**src/rtl/bseq_pkg.sv**
```systemverilog
package bseq_pkg;

  // strobes from the timing control to the gate datapath
  typedef struct packed {
    logic negHalf;   // current half belongs to the negative-side slow switch
    logic overlap;   // make-before-break window is active
  } seqStrobe_t;

endpackage

```
**src/rtl/bseq_ctrl.sv**
```systemverilog
module bseq_ctrl
  import bseq_pkg::*;
#(
  parameter int CNT_W = 16
) (
  input  logic             clk,
  input  logic             rst,
  input  logic [CNT_W-1:0] halfPeriodIn,
  input  logic [CNT_W-1:0] overlapIn,
  output seqStrobe_t       strobe
);

  localparam logic [CNT_W-1:0] MIN_HALF = CNT_W'(2);
  localparam logic [CNT_W-1:0] ONE      = CNT_W'(1);

  logic [CNT_W-1:0] halfReq, ovlReq;
  logic [CNT_W-1:0] halfLen, ovlLen, phaseCnt;
  logic             negHalfQ;
  logic             atEnd, inOvl;

  // clamp requested values; applied only when they are latched
  always_comb begin
    halfReq = (halfPeriodIn < MIN_HALF) ? MIN_HALF : halfPeriodIn;
    ovlReq  = (overlapIn >= halfReq) ? (halfReq - ONE) : overlapIn;
  end

  always_comb begin
    atEnd = (phaseCnt == halfLen - ONE);
    inOvl = (phaseCnt >= halfLen - ovlLen);
  end

  always_ff @(posedge clk) begin
    if (rst) begin
      phaseCnt <= '0;
      negHalfQ <= 1'b0;
      halfLen  <= halfReq;
      ovlLen   <= ovlReq;
    end else if (atEnd) begin
      phaseCnt <= '0;
      negHalfQ <= ~negHalfQ;
      halfLen  <= halfReq;
      ovlLen   <= ovlReq;
    end else begin
      phaseCnt <= phaseCnt + ONE;
    end
  end

  always_comb begin
    strobe.negHalf = negHalfQ;
    strobe.overlap = inOvl;
  end

  // latched overlap always leaves at least one cycle without overlap
  p_ovl_bounded_r8: assert property (@(posedge clk) disable iff (rst)
    ovlLen < halfLen);
  // latched half-period never below the minimum
  p_half_min_r8: assert property (@(posedge clk) disable iff (rst)
    halfLen >= MIN_HALF);
  // the side flips on the edge that ends a half
  p_flip_r2: assert property (@(posedge clk) disable iff (rst)
    atEnd |=> (negHalfQ != $past(negHalfQ)));
  // side and settings hold inside a half
  p_hold_r7: assert property (@(posedge clk) disable iff (rst)
    !atEnd |=> ($stable(negHalfQ) && $stable(halfLen) && $stable(ovlLen)));
  // phase counter stays inside the half
  p_cnt_range_r2: assert property (@(posedge clk) disable iff (rst)
    phaseCnt < halfLen);

endmodule

```
**src/rtl/bseq_gate.sv**
```systemverilog
module bseq_gate
  import bseq_pkg::*;
(
  input  logic       clk,
  input  logic       rst,
  input  logic       pwmIn,
  input  seqStrobe_t strobe,
  output logic       slowGateP,
  output logic       slowGateN,
  output logic       fastGateA,
  output logic       fastGateB
);

  logic pwmQ;

  // single register stage on the modulation input
  always_ff @(posedge clk) begin
    pwmQ <= pwmIn;
  end

  always_comb begin
    if (rst) begin
      slowGateP = 1'b1;
      slowGateN = 1'b0;
      fastGateA = 1'b1;
      fastGateB = 1'b0;
    end else if (strobe.overlap) begin
      // both slow switches closed; fast leg pinned to the charging
      // switch of the half that is about to start
      slowGateP = 1'b1;
      slowGateN = 1'b1;
      fastGateA = strobe.negHalf;
      fastGateB = ~strobe.negHalf;
    end else begin
      slowGateP = ~strobe.negHalf;
      slowGateN = strobe.negHalf;
      fastGateA = strobe.negHalf ? ~pwmQ : pwmQ;
      fastGateB = strobe.negHalf ? pwmQ : ~pwmQ;
    end
  end

  // fast pair strictly complementary
  p_fast_compl_r10: assert property (@(posedge clk) disable iff (rst)
    fastGateA != fastGateB);
  // slow pair never both open
  p_slow_cover_r10: assert property (@(posedge clk) disable iff (rst)
    slowGateP || slowGateN);
  // overlap closes both slow switches
  p_ovl_both_r5: assert property (@(posedge clk) disable iff (rst)
    strobe.overlap |-> (slowGateP && slowGateN));
  // end of positive half pins fast switch B
  p_force_pos_r6: assert property (@(posedge clk) disable iff (rst)
    (strobe.overlap && !strobe.negHalf) |-> fastGateB);
  // end of negative half pins fast switch A
  p_force_neg_r6: assert property (@(posedge clk) disable iff (rst)
    (strobe.overlap && strobe.negHalf) |-> fastGateA);
  // positive half follows the PWM one cycle late
  p_map_pos_r3: assert property (@(posedge clk) disable iff (rst)
    (!strobe.overlap && !strobe.negHalf) |-> (fastGateA == $past(pwmIn)));

endmodule

```
**src/rtl/bridge_gate_seq.sv**
```systemverilog
module bridge_gate_seq
  import bseq_pkg::*;
#(
  parameter int CNT_W = 16
) (
  input  logic             clk,
  input  logic             rst,
  input  logic             pwmIn,
  input  logic [CNT_W-1:0] halfPeriodIn,
  input  logic [CNT_W-1:0] overlapIn,
  output logic             slowGateP,
  output logic             slowGateN,
  output logic             fastGateA,
  output logic             fastGateB,
  output logic             negHalf
);

  seqStrobe_t strobe;

  bseq_ctrl #(.CNT_W(CNT_W)) i_ctrl (
    .clk          (clk),
    .rst          (rst),
    .halfPeriodIn (halfPeriodIn),
    .overlapIn    (overlapIn),
    .strobe       (strobe)
  );

  bseq_gate i_gate (
    .clk       (clk),
    .rst       (rst),
    .pwmIn     (pwmIn),
    .strobe    (strobe),
    .slowGateP (slowGateP),
    .slowGateN (slowGateN),
    .fastGateA (fastGateA),
    .fastGateB (fastGateB)
  );

  assign negHalf = strobe.negHalf;

endmodule

```
**config.mk**
```make
export PLATFORM = sky130hd
export DESIGN_NAME = bridge_gate_seq
export DESIGN_NICKNAME = d
export VERILOG_FILES = /design/src/rtl/bseq_pkg.sv /design/src/rtl/bseq_ctrl.sv /design/src/rtl/bseq_gate.sv /design/src/rtl/bridge_gate_seq.sv
export SDC_FILE = /design/constraint.sdc
export NUM_CORES = 1
export LEC_CHECK = 0
export ABC_AREA = 1
export BUFFER_PORTS_ARGS = -buffer_cell sky130_fd_sc_hd__buf_2
export CORE_MARGIN = 2
export CORE_UTILIZATION = 30
export DETAILED_ROUTE_END_ITERATION = 8
export PLACE_DENSITY_LB_ADDON = 0.2
export SLEW_MARGIN = 30
export SYNTH_ARGS = -nofsm -noshare
export SYNTH_HDL_FRONTEND = slang
export SYNTH_HIERARCHICAL = 1
export SYNTH_SLANG_ARGS = --single-unit
```
**constraint.sdc**
```tcl
create_clock -name clk -period 9.1 [get_ports clk]
set_input_delay 0.455 -clock clk [delete_from_list [all_inputs] [get_ports clk]]
set_output_delay 0.455 -clock clk [all_outputs]
set_load 0.05 [all_outputs]
```
Word-level counts from Yosys, hierarchy flattened
Index checks and enable logic that the tools add are counted.
Storage, ports and cells
  output and inout bits: 5
  logic and storage cells: 33
  input port bits: 35
  bits in registers: 50
Operators by class
  reductions and logical operators: 2
  bitwise gates (word level): 2
  mux-type cells: 16
  equality and inequality tests: 1
  add/sub/neg operators: 4
  magnitude comparators: 3
Operator list (number)
  $mux 16: 6
  $ge 16x16->1: 2
  $sub 16x1->16 const B: 2
  $add 16x1->16 const B: 1
  $eq 16x16->1: 1
  $lt 16x2->1 const B: 1
  $sub 16x16->16: 1
  $mux 1: 10
  $not 1->1: 2
  $reduce_bool 2->1: 1
  $reduce_or 2->1: 1

Depth between registers and ports, before layout
  depth after elaboration: 6
  depth in mapped cells: 22
  gate-level depth less buffers: 21

Modules after synthesis
Netlist, hierarchy kept.
By module, submodules not included
  bseq_ctrl: instances 1, cells an instance 593, seq. area each 1301.2 um2, area an instance 4326.6 um2
  bseq_gate: instances 1, cells an instance 13, seq. area each 20.0 um2, area an instance 77.6 um2

Least setup slack after synthesis
OpenSTA, ideal clock, no wires.
  path type: register -> output
  start point: register i_ctrl.halfLen[0]
  end point: output port slowGateN
  stages on the path, launching flop included: 19
  data arrival time: 3595 ps
  slack: 5050 ps
  path buffers: 1
  data required time: 8645 ps
  path through: edfxtp_1 -> inv_1 -> ha_1 -> inv_1 -> fa_1 -> nand3_1 -> nand2_1 -> a21boi_0 -> o21ai_0 -> a31oi_1 -> xor2_1 -> ha_1 -> nand2_1 -> nor3_1 -> nand3_1 -> nand3_1 -> buf_4 -> inv_2 -> a21oi_1
Between the ends
  longest elaborated chain between the ends: 4
Ends and longest elaborated chain
  start: declaration: line bseq_ctrl.sv:17  | logic [CNT_W-1:0] halfLen, ovlLen, phaseCnt;
  start signal: assignment: line bseq_ctrl.sv:36  | halfLen <= halfReq;
  start signal: assignment: line bseq_ctrl.sv:41  | halfLen <= halfReq;
  $sub 16x16->16: line bseq_ctrl.sv:29  | inOvl = (phaseCnt >= halfLen - ovlLen);
  $ge 16x16->1: line bseq_ctrl.sv:29
  net i_ctrl.inOvl: line bseq_ctrl.sv:19  | logic atEnd, inOvl;
  $mux 1: line bseq_gate.sv:27  | end else if (strobe.overlap) begin
  $mux 1: line bseq_gate.sv:22  | if (rst) begin
  end: declaration: line bridge_gate_seq.sv:12  | output logic slowGateN,
The timed path passes the listed nets, and every way through them passes these cells.

==> qor.yml <==
status: "finished clean"
drtIter0Drc: 149
hold_buffers: 0
p_leak_nw: 2.27
tns_ns: 0
hold_viol_final: 0
via_per_inst: 4.56
fin_crit_sh_pct: 48.5
ir_drop_uv: 73.7
maxSlewViolCount: 0
seq_power_share_pct: 42.8
final_util_pct: 33.8
cts_setup_buffers: 0
cts.path.max_buffers: 2
finalClockSkew_ns: 0.00802
path_class: "reg2out"
cts.sinks: 50
period_needed_ns: 4.41
startpoint: "i_ctrl/halfLen[0]"
synth_commonest_cells: "nand2_1, inv_1, nor2_1, ha_1, a21oi_1"
ys_warn_count: 6
grt_pass1_vias: 3678
crit_required_ns: 8.65
hold_path.startpoint: "pwmIn"
rrSetupSlack_ns: 6.48
synth_cell_type_count: 38
power.share.combinational_pct: 27.6
drc: 0
ios: 40
cp_max_fo: 6
synthFlopType: "edfxtp_1"
avgSynthCellArea_um2: 7.27
r2r-start: "i_ctrl/halfLen[0]"
crit_path_start_kind: "flop"
grt_pass1_wl_um: 16700
dieHeight_um: 125
clockPowerShare_pct: 29.6
seq_area_frac_synth_pct: 30.0
syn_to_final_growth_pct: 10.8
rr_worst_depth: 9
setup_ws_ns: 4.69
wire_per_inst_um: 11.9
synth_top_cell_area_share_pct: 21.8
antenna_found_initial: 0
synthesis.area_mm2: 0.00440
finalWirelength_um: 9730
worstMarginPinSlew_ns: 0.576
vias: 3714
grt.total_usage_pct: 12.9
r2r_end: "i_ctrl/halfLen[15]"
initial_core_util_pct: 30.5
min_path_type: "in2reg"
cp_data_arrival_time_ns: 3.96
fp.dieW_um: 125
cts_resized: 0
switching_share_pct: 31.6
min_path_cells: 1
endpoint_kind: "output port"
cts_max_level: 2
final_antenna_net_count: 0
syn_inst: 606
synth_nets: 692
dpl.hpwl_um: 8160
coreArea_mm2: 0.0144
dp_slack_ns: 5.01
clk_pin_slew_ns: 0.07
slew_headroom_pct: 61.6
place_congestion: 0.834
fin_area_mm2: 0.00488
hold_end: "i_gate/pwmQ"
power_uw: 623
grt-ovfl-total: 0
grt_max_degree: 49
max-cap-violations: 0
fp-row-count: 44
finalNetCount: 716
cts_root_buf: "clkbuf_16"
clk_latency_ns: 0.29
cts_buffers: 5
drive_gt1_share_pct: 9.98
fmax_mhz: 227
dpl_cell_area_mm2: 0.00473
ys_top_cells_by_area: "edfxtp_1, ha_1, nand2_1"
port_buffers: 39
intPower_uw: 426
synth_edf_count: 32
synth.most_common_cell: "nand2_1"
die_area_mm2: 0.0157
cts_tree: "done"
setup_viol: 0
p_switching_uw: 197
yosysTopAreaCell: "edfxtp_1"
num_antenna_cells: 0
powerDensity_mw_per_mm2: 128
ys_ff_latch: 50
grt_setup_unrepaired: "no"
async_reset_ff_share_pct: 0
dr.pass1.iters: 4
==> worst max path at each step <==
stage | to | slack [ns] | depth (start not counted)
3_5_place_dp | fastGateB | 5.01 | 21
3_3_place_gp | fastGateB | 5.14 | 21
2_1_floorplan | slowGateN | 5.05 | 18
6_report | fastGateB | 4.69 | 20
5_1_grt | fastGateB | 4.36 | 21
4_1_cts | fastGateB | 4.68 | 20
==> power groups by stage <==
stage / Sequential (mW) / Combinational [mW] / Clock [mW]
finish: 0.267 / 0.172 / 0.185
global route: 0.268 / 0.201 / 0.203
CTS: 0.267 / 0.173 / 0.192
detailed placement: 0.272 / 0.173 / 0
global placement: 0.272 / 0.170 / 0
floorplan: 0.268 / 0.132 / 0
==> logic make-up after synthesis <==
logic type / after synthesis / synth area share [%]
adders and majority gates: 51 / 14.7
buffers and inverters: 117 / 10.4
xor gates and xnor gates: 52 / 10.3
AOI/OAI and AO/OA: 78 / 9.43
DFF: 50 / 30.0
and+or+nand+nor: 258 / 25.2
==> cell usage in the layout, fill, tap and decap left out, drive strengths merged, types with 22 or more instances in the layout <==
| cell | n |
|---|---|
| ha | 50 |
| buf | 39 |
| xor2 | 30 |
| xnor2 | 22 |
| edfxtp | 32 |
| nand3 | 37 |
| nand2 | 116 |
| nor2 | 83 |
| a21oi | 44 |
| inv | 95 |
| o21ai | 22 |
==> worst max-delay path, cell delays in order (launching register included) <==
cell and delay (ns):
edfxtp_1 0.40, inv_1 0.18, ha_1 0.18, inv_1 0.06, fa_1 0.40, nand3_1 0.09
nand2_1 0.10, a21boi_0 0.37, o21ai_0 0.20, a31oi_1 0.20, xor2_1 0.09, ha_1 0.27
nand2_1 0.06, nor3_1 0.27, nand3_1 0.12, nand3_1 0.15, inv_2 0.07, nand3_2 0.09
inv_2 0.04, nor2_2 0.08, buf_2 0.26
==> per-layer routing <==
layer	up-vias	routed length (um)	global-route usage, %
met4	0	136	2.88
met1	1635	4960	17.3
li1	1997	-	-
met2	72	4280	21.9
met3	10	347	1.97
met5	-	0	0
==> sequential cells by signal (all words and copies together), names as in the netlist <==
name and cells:
i_gate/pwmQ 1, i_ctrl/phaseCnt 16, i_ctrl/halfLen 16, i_ctrl/negHalfQ 1, i_ctrl/ovlLen 16
==> stage by stage <==
step	cells	hold WS [ns]
final	815	0.267
after global routing	815	0.265
after CTS	815	0.263
after detailed placement	807	0.483
after global placement	807	0.471
after floorplan	606	0.441
==> layout make-up <==
cell class | instances | area [um2]
Clock buffer | 5 | 125
Clock inverter | 3 | 21.3
Fill cell | 1562 | 9540
Inverter | 95 | 357
Multi-Input combinational cell | 439 | 2630
Sequential cell | 50 | 1320
Tap cell | 184 | 230
Timing Repair Buffer | 39 | 195
Power figures use the tool's default switching activity.
